===== config.mk =====
export PLATFORM = sky130hd
export DESIGN_NAME = dlu_calibrator
export DESIGN_NICKNAME = d
export VERILOG_FILES = /design/src/rtl/dlu_pkg.sv /design/src/rtl/dlu_wait_timer.sv /design/src/rtl/dlu_len_judge.sv /design/src/rtl/dlu_calibrator.sv
export SDC_FILE = /design/constraint.sdc
export NUM_CORES = 1
export LEC_CHECK = 0
export BUFFER_PORTS_ARGS = -buffer_cell sky130_fd_sc_hd__buf_4
export CORE_UTILIZATION = 50
export CTS_CLUSTER_DIAMETER = 150
export DETAILED_ROUTE_END_ITERATION = 6
export PLACE_DENSITY = 0.79
export SLEW_MARGIN = 25
export SYNTH_ARGS = -nofsm -noshare
export SYNTH_HDL_FRONTEND = slang
export SYNTH_SLANG_ARGS = --single-unit

===== constraint.sdc =====
create_clock -name clk -period 2.3 [get_ports clk]
set_input_delay 0.345 -clock clk [delete_from_list [all_inputs] [get_ports clk]]
set_output_delay 0.345 -clock clk [all_outputs]
set_load 0.03 [all_outputs]

===== src/rtl/dlu_pkg.sv =====
// Package: shared state encoding for the delay line unit calibrator.
// Assumes: nothing beyond IEEE 1800-2017.
package dlu_pkg;

    typedef enum logic [2:0] {
        ST_IDLE    = 3'd0,
        ST_ENABLE  = 3'd1,
        ST_PROGRAM = 3'd2,
        ST_WAIT    = 3'd3,
        ST_CHECK   = 3'd4
    } dlu_state_e;

endpackage


===== src/rtl/dlu_wait_timer.sv =====
// Module: bounded wait counter for the length-valid flag.
// Counts cycles while run is high and raises expired in the last permitted
// cycle. Assumes LIMIT >= 2; clear has priority over run.
module dlu_wait_timer #(
    parameter int unsigned LIMIT = 16,
    localparam int unsigned CW   = $clog2(LIMIT + 1)
) (
    input  logic clk,
    input  logic rst_n,
    input  logic clear,
    input  logic run,
    output logic expired
);

    logic [CW-1:0] cnt_q;

    // Last permitted cycle of the window.
    assign expired = run && (cnt_q == CW'(LIMIT - 1));

    // Cycle counter, restarted whenever the wait is not in progress.
    always_ff @(posedge clk) begin
        if (!rst_n || clear) begin
            cnt_q <= '0;
        end else if (run && !expired) begin
            cnt_q <= cnt_q + CW'(1);
        end
    end

    // The counter never passes the end of the window.
    p_count_bound_r4: assert property (@(posedge clk) disable iff (!rst_n)
        cnt_q < CW'(LIMIT));

endmodule


===== src/rtl/dlu_len_judge.sv =====
// Module: judges a sampled length pattern.
// accept is high when the pattern is non-zero and no bit at or above CELLS
// is set. top_idx is the index of the highest set bit. Purely combinational.
module dlu_len_judge #(
    parameter int unsigned CELLS = 11,
    parameter int unsigned LEN_W = CELLS + 1,
    parameter int unsigned IDX_W = $clog2(LEN_W)
) (
    input  logic [LEN_W-1:0] len,
    output logic             accept,
    output logic [IDX_W-1:0] top_idx
);

    logic [LEN_W-1:0] is_top;

    // One-hot marker of the highest set bit, one cell per bit position.
    for (genvar g = 0; g < LEN_W; g++) begin : g_top
        if (g == LEN_W - 1) begin : g_msb
            assign is_top[g] = len[g];
        end else begin : g_lower
            assign is_top[g] = len[g] && !(|len[LEN_W-1:g+1]);
        end
    end

    // Encode the one-hot marker into a bit index.
    always_comb begin
        top_idx = '0;
        for (int i = 0; i < LEN_W; i++) begin
            if (is_top[i]) top_idx = IDX_W'(i);
        end
    end

    // Pattern lies strictly inside the chain.
    assign accept = (|len) && !(|len[LEN_W-1:CELLS]);

endmodule


===== src/rtl/dlu_calibrator.sv =====
// Module: delay line unit calibrator (top).
// Sweeps the unit code upward from 0. For each code it enables the line and
// sampler, writes code and top phase, waits a bounded time for a length
// pattern and accepts the first pattern lying strictly inside the chain.
// Assumes the line drops dl_len_vld on each write and raises it when a fresh
// pattern is ready.
module dlu_calibrator #(
    parameter int unsigned UNIT_W      = 7,
    parameter int unsigned CELLS       = 11,
    parameter int unsigned WAIT_CYCLES = 16,
    localparam int unsigned LEN_W      = CELLS + 1,
    localparam int unsigned SEL_W      = $clog2(CELLS + 2)
) (
    input  logic              clk,
    input  logic              rst_n,
    input  logic              start,
    output logic              dl_en,
    output logic              dl_sample_en,
    output logic              dl_cfg_wr,
    output logic [UNIT_W-1:0] dl_unit,
    output logic [SEL_W-1:0]  dl_sel,
    input  logic              dl_len_vld,
    input  logic [LEN_W-1:0]  dl_len,
    output logic [UNIT_W-1:0] cal_unit,
    output logic [SEL_W-1:0]  cal_max_phase,
    output logic              cal_done,
    output logic              cal_fail
);

    import dlu_pkg::*;

    localparam logic [SEL_W-1:0]  CAL_SEL   = SEL_W'(CELLS + 1);
    localparam logic [UNIT_W-1:0] UNIT_LAST = {UNIT_W{1'b1}};

    dlu_state_e        state_q;
    logic [UNIT_W-1:0] unit_q;
    logic [LEN_W-1:0]  len_q;
    logic [UNIT_W-1:0] res_unit_q;
    logic [SEL_W-1:0]  res_max_q;
    logic              done_q;
    logic              fail_q;
    logic              wait_expired;
    logic              len_ok;
    logic [SEL_W-1:0]  len_top;
    logic              last_unit;

    // Window counter for the length-valid flag.
    dlu_wait_timer #(
        .LIMIT (WAIT_CYCLES)
    ) u_timer (
        .clk     (clk),
        .rst_n   (rst_n),
        .clear   (state_q != ST_WAIT),
        .run     ((state_q == ST_WAIT) && !dl_len_vld),
        .expired (wait_expired)
    );

    // Acceptance test and top-bit index of the captured pattern.
    dlu_len_judge #(
        .CELLS (CELLS),
        .LEN_W (LEN_W),
        .IDX_W (SEL_W)
    ) u_judge (
        .len     (len_q),
        .accept  (len_ok),
        .top_idx (len_top)
    );

    assign last_unit = (unit_q == UNIT_LAST);

    // Sweep sequencer: enable, program, wait, judge, advance.
    always_ff @(posedge clk) begin
        if (!rst_n) begin
            state_q    <= ST_IDLE;
            unit_q     <= '0;
            len_q      <= '0;
            res_unit_q <= '0;
            res_max_q  <= '0;
            done_q     <= 1'b0;
            fail_q     <= 1'b0;
        end else begin
            unique case (state_q)
                ST_IDLE: begin
                    if (start) begin
                        unit_q  <= '0;
                        done_q  <= 1'b0;
                        fail_q  <= 1'b0;
                        state_q <= ST_ENABLE;
                    end
                end
                ST_ENABLE: begin
                    state_q <= ST_PROGRAM;
                end
                ST_PROGRAM: begin
                    state_q <= ST_WAIT;
                end
                ST_WAIT: begin
                    if (dl_len_vld) begin
                        len_q   <= dl_len;
                        state_q <= ST_CHECK;
                    end else if (wait_expired) begin
                        if (last_unit) begin
                            done_q  <= 1'b1;
                            fail_q  <= 1'b1;
                            state_q <= ST_IDLE;
                        end else begin
                            unit_q  <= unit_q + UNIT_W'(1);
                            state_q <= ST_ENABLE;
                        end
                    end
                end
                ST_CHECK: begin
                    if (len_ok) begin
                        res_unit_q <= unit_q;
                        res_max_q  <= len_top;
                        done_q     <= 1'b1;
                        state_q    <= ST_IDLE;
                    end else if (last_unit) begin
                        done_q  <= 1'b1;
                        fail_q  <= 1'b1;
                        state_q <= ST_IDLE;
                    end else begin
                        unit_q  <= unit_q + UNIT_W'(1);
                        state_q <= ST_ENABLE;
                    end
                end
                default: begin
                    state_q <= ST_IDLE;
                end
            endcase
        end
    end

    // Line control and result outputs.
    assign dl_en         = (state_q != ST_IDLE);
    assign dl_sample_en  = (state_q != ST_IDLE);
    assign dl_cfg_wr     = (state_q == ST_PROGRAM);
    assign dl_unit       = unit_q;
    assign dl_sel        = CAL_SEL;
    assign cal_unit      = res_unit_q;
    assign cal_max_phase = res_max_q;
    assign cal_done      = done_q;
    assign cal_fail      = fail_q;

    // Unit code only restarts at zero or rises by one.
    p_unit_step_r1: assert property (@(posedge clk) disable iff (!rst_n)
        (dl_unit != $past(dl_unit)) |->
            ((dl_unit == $past(dl_unit) + UNIT_W'(1)) || (dl_unit == '0)));

    // Both enables were already up in the cycle before a write.
    p_enables_before_write_r3: assert property (@(posedge clk) disable iff (!rst_n)
        dl_cfg_wr |-> ($past(dl_en) && $past(dl_sample_en) && dl_en && dl_sample_en));

    // An accepted result never names a phase beyond the chain.
    p_max_in_chain_r6: assert property (@(posedge clk) disable iff (!rst_n)
        ($rose(cal_done) && !cal_fail) |-> (cal_max_phase < SEL_W'(CELLS)));

    // Failure is only ever reported together with done.
    p_fail_with_done_r7: assert property (@(posedge clk) disable iff (!rst_n)
        cal_fail |-> cal_done);

    // A start from idle clears done on the next edge.
    p_start_clears_r8: assert property (@(posedge clk) disable iff (!rst_n)
        (start && !dl_en) |=> !cal_done);

    // Results hold except on the edge that ends a sweep.
    p_hold_results_r9: assert property (@(posedge clk) disable iff (!rst_n)
        (dl_en || !$past(dl_en)) |-> ($stable(cal_unit) && $stable(cal_max_phase)));

endmodule


-- Word level (Yosys, flattened, before mapping)
Index checks and enable logic that the tools add are counted.
- $add $sub $neg: 2
- reduce and logical (&&, ||, !) cells: 46
- multiplexer cells: 34
- equal/unequal tests: 12
- operators by type and width (operator ; number):
    2-to-1 mux 4 bit ; 10
    2-to-1 mux 7 bit ; 5
    one-hot mux 7 bit (3 select lines) ; 1
    one-hot mux 3 bit (5 select lines) ; 1
    logical AND 1 bit ; 14
    logical NOT 1 bit ; 13
    2-to-1 mux 3 bit ; 4
    OR reduction 12 bit ; 1
    2-to-1 mux 1 bit ; 11
    OR reduction 10 bit ; 1
    OR reduction 9 bit ; 1
    OR reduction 8 bit ; 1
    adder 7 x 1 -> 7 bit (second input constant) ; 1
    == test 7 bit (second input constant) ; 1
    OR reduction 7 bit ; 1
    == test 3 x 2 -> 1 bit (second input constant) ; 2
    inequality test 2 bit (second input constant) ; 3
    inequality test 3 x 2 -> 1 bit (second input constant) ; 2
    one-hot mux 1 bit (3 select lines) ; 2
    AND reduction 2 bit ; 3
    nonzero test 3 bit ; 2
    OR reduction 6 bit ; 1
    adder 5 x 1 -> 5 bit (second input constant) ; 1
    == test 5 x 4 -> 1 bit (second input constant) ; 1
    other kinds (11) ; 11
- input port bits: 16
- output and inout port bits: 27
- bits in registers: 40
- logic and storage cells: 102

-- Depth between registers and ports, before layout
Gate-level depths: netlist of run 1.
- depth after elaboration: 14
- gate-level depth with buffers: 8
- mapped depth without buffers: 8

-- Hierarchy
From an unflattened synthesis of run 1, not the netlist that was laid out.
- cells, all modules: 236
- area, all modules: 1909.3 um2
- modules (own cells, without submodules) (module ; cells an instance ; times used ; area each (um2) ; sequential area each (um2)):
    dlu_calibrator ; 190 ; 1 ; 1532.7 ; 700.7
    dlu_wait_timer ; 27 ; 1 ; 249.0 ; 100.1
    dlu_len_judge ; 19 ; 1 ; 127.6 ; 0.0

-- Worst setup path before layout of run 1
No wires, ideal clock.
- path kind: reg-to-reg
- from: reg unit_q[0] (netlist: dl_unit[0])
- to: reg unit_q[2] (netlist: dl_unit[2])
- arrival: 1.694 ns
- path buffers: 0
- stages on the path, launching flop included: 7
- slack: 0.474 ns
- library setup time: 0.133 ns
- period minus slack after synthesis: 1.826 ns
- data required time: 2.167 ns
- cells stage by stage: dfxtp_1 -> ha_1 -> nand2_1 -> a2111oi_4 -> nor4b_1 -> xnor2_1 -> nor2_1
- longest elaborated chain between the ends: 5
- elaborated cells between the ends (all ways): 7
- those cells by class: add/sub: 1; eq/ne: 1; mux: 5
- ends and longest elaborated chain (element ; RTL line ; source):
    start: declaration ; dlu_calibrator.sv:36 ; logic [UNIT_W-1:0] unit_q;
    start signal: assignment ; dlu_calibrator.sv:107 ; unit_q <= unit_q + UNIT_W'(1);
    start signal: assignment ; dlu_calibrator.sv:123 ; unit_q <= unit_q + UNIT_W'(1);
    adder 7 x 1 -> 7 bit or == test 7 bit (tied branches) ; dlu_calibrator.sv:107, dlu_calibrator.sv:123, dlu_calibrator.sv:69 ;
    2-to-1 mux 7 bit (*) ; dlu_calibrator.sv:102, dlu_calibrator.sv:118 ;
    2-to-1 mux 7 bit ; dlu_calibrator.sv:101 ; end else if (wait_expired) begin
    2-to-1 mux 7 bit ; dlu_calibrator.sv:98 ; if (dl_len_vld) begin
    one-hot mux 7 bit (3 select lines) (*) ; dlu_calibrator.sv:82 ; unique case (state_q)
Every way passes the cells marked *; elsewhere a longest branch is shown, timed or not. The select of a mux whose other input is x is not followed.
A chain may end at the register's enable or synchronous reset.

-- Final worst setup path of run 1
- from: reg u_timer.cnt_q[0]
- to: reg unit_q[2] (netlist: dl_unit[2])
- longest elaborated chain between the ends: 4
- ends and longest elaborated chain (element ; RTL line ; source):
    start: declaration ; dlu_wait_timer.sv:15 ; logic [CW-1:0] cnt_q;
    start signal: assignment ; dlu_wait_timer.sv:25 ; cnt_q <= cnt_q + CW'(1);
    == test 5 x 4 -> 1 bit ; dlu_wait_timer.sv:18 ; assign expired = run && (cnt_q == CW'(LIMIT - 1));
    logical AND 1 bit ; dlu_wait_timer.sv:18 ;
    inequality test 2 x 1 -> 1 bit (no line) ; n/a ;
    AND reduction 5 bit (no line) ; n/a ;
Every way passes these cells.

==> results by group, run 1 <==
Run status
  • Outcome: finished clean

Floorplan
  • Core footprint: 3690 um2
  • Die Wd: 64.3 um
  • Initial Util: 0.527
  • Die area: 4140 um2
  • I/O Pins: 43
  • Die height: 64.3 um
  • Placement Rows: 22

Worst setup path
  • Req. time, crit path: 2.46 ns
  • Bufs and invs on worst path: 0
  • CP most frequent cell: ha_1
  • CP top delay family: simple AND/OR/NAND/NOR gates
  • Crit-path max FO: 8
  • Worst setup SP type: register
  • Crit end category: register
  • CP max-delay cell: nor4b_1
  • Crit path DAT: 2.13 ns
  • CP max stage delay: 0.40 ns
  • Critical path class: reg2reg
  • CP Cell Sequence: ha_1 > and3_1 > ha_1 > nand2b_1 > o32a_2 > nor4b_1 > xnor2_1 > nor2_1

Layout
  • Fin cells: 296
  • Most frequent cells in the layout: dfxtp_1 (40), buf_4 (39), nand2_1 (35)
  • Finished Cell Area: 2310 um2
  • FF+latch area: 801 um2
  • Layout Nets: 266
  • Fillers: 344
  • Commonest non-fill, non-tap cell in the layout: dfxtp_1
  • Multi-input gate area: 1030 um2
  • Final core occ: 0.628
  • Area growth, synth to finish: 19.1%
  • Share of cells above drive strength 1: 0.238
  • # diodes: 0

Timing
  • Minimum clock period: 1.97 ns
  • Setup_tns: 0 ns
  • Worst-Margin Slew: 0.613 ns
  • Unrepaired setup endpoints after global routing: false
  • Final setup fails: 0
  • Fmax: 508 MHz
  • Clock skew: 0.00513 ns
  • Fin. max-slew vios: 0
  • Worst slew margin: 0.588
  • Tcrit/Tclk final: 0.855
  • Fin. Hold Viols: 0

Clock tree
  • CTS tree: done
  • H-tree depth: 2
  • Clk buf depth: 2
  • Cts hold-fix bufs: 0
  • Clock root cell: clkbuf_8
  • Clock Sinks: 40
  • Worst skew pair latency: 0.29 ns
  • Clock Pin Slew Worst Setup and Hold Paths: 0.07 ns
  • Num CTS Buffers: 5
  • # resized after CTS: 0
  • Post-CTS Setup Repair Bufs: 0

Drt
  • Met2 routed WL: 1750 um
  • DRT Wirelength: 3600 um
  • DR top layer: met4
  • DR pass1 iterations: 4
  • 1st-iter DRT viols: 44
  • Avg WL per Cell: 12.2 um
  • Via count: 1523
  • Via-per-instance ratio: 5.15
  • DRC viols: 0
  • Final ANT Viol Nets: 0
  • WL met1: 1640 um
  • Wire length on met3: 166 um

Global routing
  • Number of global-route vias before repair: 1388
  • GRT overflow: 0
  • Largest net degree at the start of global routing: 32
  • First-pass GRT wire length: 6110 um
  • Gr usage total: 0.194
  • Initial antenna violation count: 0

Yosys
  • FFs w/ async S/R, synth: 0
  • Unique cell type count in the Yosys netlist: 46
  • Cell count after synthesis: 213
  • Synth Register Bits: 40
  • Post-synthesis sequential area ratio: 0.412
  • EDFF count, synth: 0
  • Syn avg cell area: 9.12 um2
  • Post-synth design cell area: 1940 um2
  • Synth warn: 0
  • Top FF cell, synth: dfxtp_1

Pwr
  • Sequential group share of total power: 0.490
  • Total power: 0.00158 W
  • Logic pwr share: 0.211
  • P per Cell Area: 681 nW/um2
  • Sw Ratio: 0.300
  • P_sw: 0.000473 W
  • Clk pwr share: 0.299
  • Peak VDD IR: 424 uV
  • Cell leakage power: 0.883 nW
  • Int Pwr: 0.00110 W

Run
  • Max cap viols: 0

Place
  • Area after DPL: 2220 um2
  • GP Congestion: 0.801
  • IO Port Bufs: 38
  • Placed instance count: 288
  • Post-DP HPWL: 2610 um

Hold path
  • Hold/Removal Path Class: in2reg
synth_stat cells (2+ instances only):
library cell	number	area share
xor2_1	2	0.0090
nand3_1	3	0.0077
conb_1	2	0.0039
and3_1	2	0.0064
dfxtp_1	40	0.41
xnor2_1	7	0.032
buf_6	2	0.012
nor2_1	20	0.039
nor4_4	2	0.022
inv_1	6	0.012
nand2b_1	2	0.0064
o211a_1	2	0.010
buf_4	7	0.027
a21boi_0	12	0.046
nor2b_1	10	0.032
a21oi_1	7	0.018
and2_1	2	0.0064
nor3_2	2	0.010
ha_1	3	0.019
nand2_1	35	0.068
o21bai_1	2	0.0077
o31ai_1	2	0.0077
clkbuf_1	5	0.0097
nor4_2	4	0.026
nor3_1	3	0.0077
mux2i_1	9	0.046
per-stage QoR:
step	hold WS, ns	worst slack (ns)
after floorplan	0.455	0.474
after global placement	0.440	0.421
after detailed placement	0.449	0.354
after CTS	0.304	0.343
after global routing	0.314	0.226
final	0.308	0.333
power groups by stage:
stage / Combinational (W) / Sequential [W] / Clock [W]
floorplan: 0.000285 / 0.000764 / 0
global placement: 0.000331 / 0.000785 / 0
detailed placement: 0.000336 / 0.000787 / 0
CTS: 0.000337 / 0.000770 / 0.000485
global route: 0.000366 / 0.000779 / 0.000516
finish: 0.000333 / 0.000772 / 0.000472
worst register-to-register path: cells and delay by family (launching register included):
| kind | cells | cell delay, ns |
|---|---|---|
| xor+xnor | 1 | 0.16 |
| compound gates | 1 | 0.27 |
| simple gates | 4 | 0.69 |
| fa+ha+maj | 2 | 0.35 |
| flops | 1 | 0.37 |
logic make-up (layout without fill, tap and decap cells):
kind of cell    count (synthesis)  after routing  share of synthesized area
fa+ha+maj                       3              3                     0.0193
simple gates                   93             93                      0.262
xor+xnor                        9              9                     0.0406
compound gates                 36             36                      0.153
flops                          40             40                      0.412
other cells                     2              4                    0.00386
mux                             9              9                     0.0464
buf+inv                        21             54                     0.0625
sequential cells by signal, indices dropped and copies added, names as in the netlist:
name / count
state_q: 3
len_q: 12
cal_done: 1
u_timer.cnt_q: 5
cal_max_phase: 4
cal_unit: 7
cal_fail: 1
dl_unit: 7
layout make-up:
class                   instances  area share
multi-input cells             154       0.444
flip-flops and latches         40       0.346
repair buffers                 40       0.135
clock buffers                   8      0.0389
well taps                      48      0.0259
inverters                       6     0.00973
per-layer routing:
| metal | vias up | global-route usage |
|---|---|---|
| li1 | 786 | - |
| met1 | 692 | 0.225 |
| met2 | 41 | 0.328 |
| met3 | 4 | 0.0429 |
| met4 | 0 | 0.108 |
| met5 | - | 0 |
path summary, 6_finish.rpt:
kind	to	slack (ns)	startpoint	depth (start not counted)
setup / recovery	dl_unit[2]	0.33	u_timer.cnt_q[0]	8
hold / removal	len_q[1]	0.31	dl_len[1]	3
setup reg to reg	dl_unit[2]	0.33	u_timer.cnt_q[0]	8
hold reg to reg	cal_done	0.46	cal_done	2
No activity file was read; power rests on OpenSTA's default activity.
==> run 2, diff against run 1 <==
--- a/config.mk
+++ b/config.mk
@@ -7,10 +7,10 @@
 export LEC_CHECK = 0
 export BUFFER_PORTS_ARGS = -buffer_cell sky130_fd_sc_hd__buf_4
 export CORE_UTILIZATION = 50
-export CTS_CLUSTER_DIAMETER = 150
 export DETAILED_ROUTE_END_ITERATION = 6
-export PLACE_DENSITY = 0.79
+export PLACE_DENSITY = 0.8
 export SLEW_MARGIN = 25
 export SYNTH_ARGS = -nofsm -noshare
 export SYNTH_HDL_FRONTEND = slang
+export SYNTH_HIERARCHICAL = 1
 export SYNTH_SLANG_ARGS = --single-unit
==> run 2 against run 1 <==
Against the previous run:
- via count grew 10%
- wire length grew 14%
- final cell count grew 8.1%
- non-clock buffer count grew 1
- first-iteration DRC count grew 100%
- total power shrank 8.1%
- sequential share of layout area grew 0.15 points
- register-to-register slack lost 0.15 ns
- worst hold slack lost 0.017 ns
- die area shrank 1.7%
- clock power grew 20%
- setup slack lost 0.15 ns
- largest cell class unchanged
- largest power group unchanged
==> results by group, run 2 <==
Drt
  • Via-per-instance ratio: 5.26
  • DRT Wirelength: 4110 um
  • Via count: 1682
  • Avg WL per Cell: 12.8 um
  • DR pass1 iterations: 4
  • 1st-iter DRT viols: 89
  • Final ANT Viol Nets: 0
  • DRC viols: 0

Timing
  • Clock skew: 0.00282 ns
  • Worst slew margin: 0.612
  • Minimum clock period: 2.12 ns
  • Final worst slack: 0.181 ns
  • Worst-Margin Slew: 0.579 ns
  • Unrepaired setup endpoints after global routing: false
  • Final setup fails: 0
  • Fin. max-slew vios: 0
  • Tcrit/Tclk final: 0.921
  • Setup_tns: 0 ns
  • Fin. Hold Viols: 0
  • Fmax: 472 MHz

Clock tree
  • Worst skew pair latency: 0.29 ns
  • Clock root cell: clkbuf_8
  • Cts hold-fix bufs: 0
  • CTS tree: done
  • Post-CTS Setup Repair Bufs: 0
  • H-tree depth: 2
  • Clock Pin Slew Worst Setup and Hold Paths: 0.08 ns
  • Num CTS Buffers: 5
  • # resized after CTS: 0
  • Clk buf depth: 2
  • Clock Sinks: 40

Pwr
  • Int Pwr: 0.00109 W
  • P_sw: 0.000362 W
  • Cell leakage power: 0.874 nW
  • Sw Ratio: 0.250
  • Logic pwr share: 0.113
  • Peak VDD IR: 321 uV
  • Clk pwr share: 0.391
  • P per Cell Area: 629 nW/um2
  • Sequential group share of total power: 0.496

Floorplan
  • I/O Pins: 43
  • Die Wd: 63.8 um
  • Die area: 4070 um2
  • Placement Rows: 22
  • Core footprint: 3660 um2
  • Die height: 63.8 um
  • Initial Util: 0.522

Worst setup path
  • Crit path DAT: 2.35 ns
  • Worst reg-to-reg setup slack: 0.18 ns
  • Worst setup SP type: register
  • Crit-path max FO: 9
  • Req. time, crit path: 2.53 ns
  • Critical path class: reg2reg
  • FF-to-FF End: dl_unit[1]
  • Crit end category: register
  • Reg2Reg Depth: 6
  • Origin of the critical flop-to-flop path: len_q[11]

Layout
  • Multi-input gate area: 991 um2
  • Finished Cell Area: 2300 um2
  • Fin cells: 320
  • Commonest non-fill, non-tap cell in the layout: nand2_1
  • Share of cells above drive strength 1: 0.228
  • Most frequent cells in the layout: nand2_1 (59), buf_4 (41), dfxtp_1 (40)
  • Layout Nets: 290
  • Largest reg by FF count: len_q
  • # diodes: 0
  • Fillers: 324
  • Largest register FFs: 12
  • FF+latch area: 801 um2
  • Area growth, synth to finish: 20.7%

Yosys
  • Cell count after synthesis: 236
  • Top FF cell, synth: dfxtp_1
  • Post-synthesis sequential area ratio: 0.419
  • Syn avg cell area: 8.09 um2
  • Post-synth design cell area: 1910 um2
  • Main area contributors after synthesis: dfxtp_1 (42%), nand2_1 (12%), a21oi_1 (7.3%)
  • Post-synth top cells: nand2_1 (59), dfxtp_1 (40), a21oi_1 (28)
  • EDFF count, synth: 0
  • Synth warn: 6
  • Synth Register Bits: 40
  • FFs w/ async S/R, synth: 0
  • Most common cell in the netlist: nand2_1
  • Cell taking the most area after synthesis: dfxtp_1
  • Unique cell type count in the Yosys netlist: 49
  • Post-synth top area share: 0.419

Place
  • Placed instance count: 312
  • Placement Setup Slack: 0.179 ns
  • Area after DPL: 2190 um2
  • Post-DP HPWL: 2880 um
  • IO Port Bufs: 38
  • GP Congestion: 0.903

Run
  • Max cap viols: 0

Hold path
  • Hold/Removal Path Class: in2reg
  • Worst Min Path Start: dl_len[4]
  • Hold path endpoint: len_q[4]
  • Hold Path Depth: 3

Global routing
  • Number of global-route vias before repair: 1498
  • Largest net degree at the start of global routing: 28
  • Initial antenna violation count: 0
  • First-pass GRT wire length: 6930 um
  • GRT overflow: 0
  • Gr usage total: 0.226

Run status
  • Outcome: finished clean
run 2: cell count changes in the layout (fill, tap and decap cells not counted), sizes merged, moves of 3 or more:
cell    previous run  this run
nand2b             2         7
nand3              3         6
nand2             35        60
nor2              20        14
a21boi            12         0
nor4               7         3
a211oi             1         4
clkbuf             8         5
mux2i              9         4
a21oi              7        28
inv                6         9
xnor2              7         1
nor2b             10         0
run 2: layout make-up:
type / count / area share
Clock buffer: 5 / 0.0299
Clock inverter: 3 / 0.0185
Inverter: 9 / 0.0147
Multi-Input combinational cell: 174 / 0.430
Sequential cell: 40 / 0.347
Tap cell: 48 / 0.0261
Timing Repair Buffer: 41 / 0.134
run 2: kinds of logic after synthesis:
kind of cell / share of synthesized area
AND/OR/NAND/NOR: 0.291
AO/OA/AOI/OAI: 0.167
flip-flops: 0.419
buffers and inverters: 0.0688
multiplexers: 0.0210
adder cells (fa/ha/maj): 0.0197
other: 0.00393
XOR/XNOR: 0.00918
run 2: per-stage QoR:
| step | hold slack, ns | total power, W | utilization |
|---|---|---|---|
| 6_report | 0.292 | 0.00145 | 0.630 |
| 3_5_place_dp | 0.448 | 0.000897 | 0.597 |
| 4_1_cts | 0.285 | 0.00146 | 0.628 |
| 2_1_floorplan | 0.436 | 0.000858 | - |
| 3_3_place_gp | 0.443 | 0.000893 | 0.597 |
| 5_1_grt | 0.291 | 0.00151 | 0.630 |
run 2: power by group through the flow:
stage / logic [W] / clock network, W / registers [W]
3_3_place_gp: 0.000160 / 0 / 0.000734
5_1_grt: 0.000178 / 0.000614 / 0.000722
2_1_floorplan: 0.000130 / 0 / 0.000728
6_report: 0.000164 / 0.000567 / 0.000719
3_5_place_dp: 0.000162 / 0 / 0.000734
4_1_cts: 0.000164 / 0.000580 / 0.000718
run 2: layer usage:
metal / vias to the layer above / GRT usage / share of wire
met2: 41 / 0.375 / 0.49
met5: - / 0 / 0
met4: 0 / 0.105 / 0.019
met3: 6 / 0.0607 / 0.047
li1: 863 / - / -
met1: 772 / 0.269 / 0.45
run 2: how the worst max path moves through the flow:
stage | end | start | slack, ns
4_1_cts | dl_unit[1] | len_q[7] | 0.11
2_1_floorplan | dl_unit[1] | len_q[11] | 0.35
5_1_grt | dl_unit[1] | len_q[11] | 0.01
3_5_place_dp | dl_unit[1] | len_q[7] | 0.18
6_report | dl_unit[1] | len_q[11] | 0.18
3_3_place_gp | dl_unit[0] | len_q[11] | 0.27
run 2: critical path, stage by stage, from the launching register on:
cell       delay (ns)
dfxtp_1          0.39
nor4_4           0.35
a41oi_1          0.21
nand4bb_1        0.17
o21ai_1          0.22
or4b_1           0.55
a31oi_1          0.16
==> run 3, diff against run 2 <==
--- a/config.mk
+++ b/config.mk
@@ -8,7 +8,9 @@
 export BUFFER_PORTS_ARGS = -buffer_cell sky130_fd_sc_hd__buf_4
 export CORE_UTILIZATION = 50
 export DETAILED_ROUTE_END_ITERATION = 6
+export MAX_ROUTING_LAYER = met4
 export PLACE_DENSITY = 0.8
+export REMOVE_ABC_BUFFERS = 1
 export SLEW_MARGIN = 25
 export SYNTH_ARGS = -nofsm -noshare
 export SYNTH_HDL_FRONTEND = slang
==> run 3 against run 2 <==
Against the previous run:
- final area unchanged
- clock-buffer cell count increased by 1
- worst hold slack lost 0.0030 ns
- sequential share of layout area stayed put
- non-clock buffer count did not move
- fmax is 4.1% higher
- die area did not move
==> results by group, run 3 (synthesized netlist as in run 2, its figures left out) <==
Run status
  • Outcome: finished clean

Clock tree
  • Clock root cell: clkbuf_8
  • H-tree depth: 2
  • Clock Pin Slew Worst Setup and Hold Paths: 0.07 ns
  • Clock Sinks: 40
  • Worst skew pair latency: 0.29 ns
  • Num CTS Buffers: 5
  • Clk buf depth: 2
  • CTS tree: done

Drt
  • 1st-iter DRT viols: 114
  • Via count: 1648
  • Final ANT Viol Nets: 0
  • DR pass1 iterations: 5
  • DRT Wirelength: 3880 um
  • Via-per-instance ratio: 5.15
  • DRC viols: 0
  • Avg WL per Cell: 12.1 um

Pwr
  • Peak VDD IR: 498 uV
  • Sw Ratio: 0.242
  • P per Cell Area: 624 nW/um2
  • Clk pwr share: 0.388
  • Logic pwr share: 0.112
  • Sequential group share of total power: 0.500
  • Int Pwr: 0.00109 W
  • P_sw: 0.000348 W
  • Cell leakage power: 0.877 nW

Hold path
  • Hold/Removal Path Class: in2reg

Worst setup path
  • Crit end category: register
  • Worst setup SP type: register
  • Crit-path max FO: 9
  • CP Cell Sequence: nor4_4 > a41oi_1 > nand4bb_1 > o21ai_2 > or4b_1 > a31oi_1
  • CP max stage delay: 0.52 ns
  • Critical path class: reg2reg
  • CP top delay family: simple AND/OR/NAND/NOR gates
  • Bufs and invs on worst path: 0
  • Crit path DAT: 2.26 ns
  • Req. time, crit path: 2.53 ns
  • CP max-delay cell: or4b_1

Timing
  • Setup_tns: 0 ns
  • Fin. max-slew vios: 0
  • Clock skew: 0.00412 ns
  • Fmax: 491 MHz
  • Unrepaired setup endpoints after global routing: false
  • Fin. Hold Viols: 0
  • Minimum clock period: 2.04 ns
  • Tcrit/Tclk final: 0.885
  • Final setup fails: 0

Layout
  • Commonest non-fill, non-tap cell in the layout: nand2_1
  • # diodes: 0
  • Layout Nets: 290
  • Largest register FFs: 12
  • Finished Cell Area: 2300 um2
  • Fillers: 333
  • Share of cells above drive strength 1: 0.228
  • Most frequent cells in the layout: nand2_1 (59), buf_4 (41), dfxtp_1 (40)
  • Fin cells: 320
  • Largest reg by FF count: len_q
  • Area growth, synth to finish: 20.7%

Place
  • GP Congestion: 0.868
  • IO Port Bufs: 38
  • Area after DPL: 2190 um2
  • Post-DP HPWL: 2820 um
  • Placed instance count: 312

Floorplan
  • Die Wd: 63.8 um
  • Core footprint: 3660 um2
  • Die height: 63.8 um
  • I/O Pins: 43
  • Initial Util: 0.522
  • Placement Rows: 22
  • Die area: 4070 um2

Global routing
  • Largest net degree at the start of global routing: 28
  • Gr usage total: 0.221
  • Initial antenna violation count: 0
  • Number of global-route vias before repair: 1548
  • GRT overflow: 0
  • First-pass GRT wire length: 6760 um

Run
  • Max cap viols: 0
[run 3: cell type report]
class                           instances  area (um2)  share of cell area
Multi-Input combinational cell        174         995               0.432
Tap cell                               48        60.1              0.0261
Clock buffer                            6        72.6              0.0315
Timing Repair Buffer                   41         308               0.134
Sequential cell                        40         801               0.347
Clock inverter                          2        35.0              0.0152
Inverter                                9        33.8              0.0147
[run 3: final timing paths]
kind	startpoint	to	slack [ns]	cells past startpoint
setup / recovery	len_q[11]	dl_unit[1]	0.26	6
hold / removal	dl_len[8]	len_q[8]	0.29	3
setup reg to reg	len_q[11]	dl_unit[1]	0.26	6
hold reg to reg	cal_unit[1]	cal_unit[1]	0.46	2
[run 3: worst register-to-register path, delay by kind of cell (launching register included)]
family / cells / cell delay, ns
AND/OR/NAND/NOR: 3 / 1.06
flip-flops: 1 / 0.39
AO/OA/AOI/OAI: 3 / 0.52
[run 3: per-layer routing]
metal / part of all wire / GRT usage / vias up
met2: 0.47 / 0.351 / 30
met5: 0 / - / -
met1: 0.47 / 0.253 / 745
met4: 0.016 / 0.0909 / 0
met3: 0.046 / 0.0768 / 7
li1: - / - / 866
[run 3: per-stage QoR]
| step | utilization | power, W | setup slack (ns) | hold WS, ns |
|---|---|---|---|---|
| after floorplan | - | 0.000834 | 0.102 | 0.436 |
| after global placement | 0.597 | 0.000891 | 0.249 | 0.444 |
| after detailed placement | 0.597 | 0.000894 | 0.159 | 0.447 |
| after CTS | 0.627 | 0.00146 | 0.146 | 0.279 |
| after global routing | 0.630 | 0.00150 | 0.0816 | 0.291 |
| final | 0.630 | 0.00144 | 0.264 | 0.289 |
[run 3: power by group through the flow]
stage / Combinational [W] / Sequential [W] / Clock, W
after floorplan: 0.000103 / 0.000731 / 0
after global placement: 0.000158 / 0.000733 / 0
after detailed placement: 0.000161 / 0.000734 / 0
after CTS: 0.000161 / 0.000717 / 0.000577
after global routing: 0.000175 / 0.000720 / 0.000606
final: 0.000161 / 0.000718 / 0.000558
[run 3: repair_timing]
item | CTS | global route
hold buffers | 0 | 0
gates resized for setup | 0 | 2
endpoints found under the setup margin | 0 | 3
buffers inserted | 0 | 0
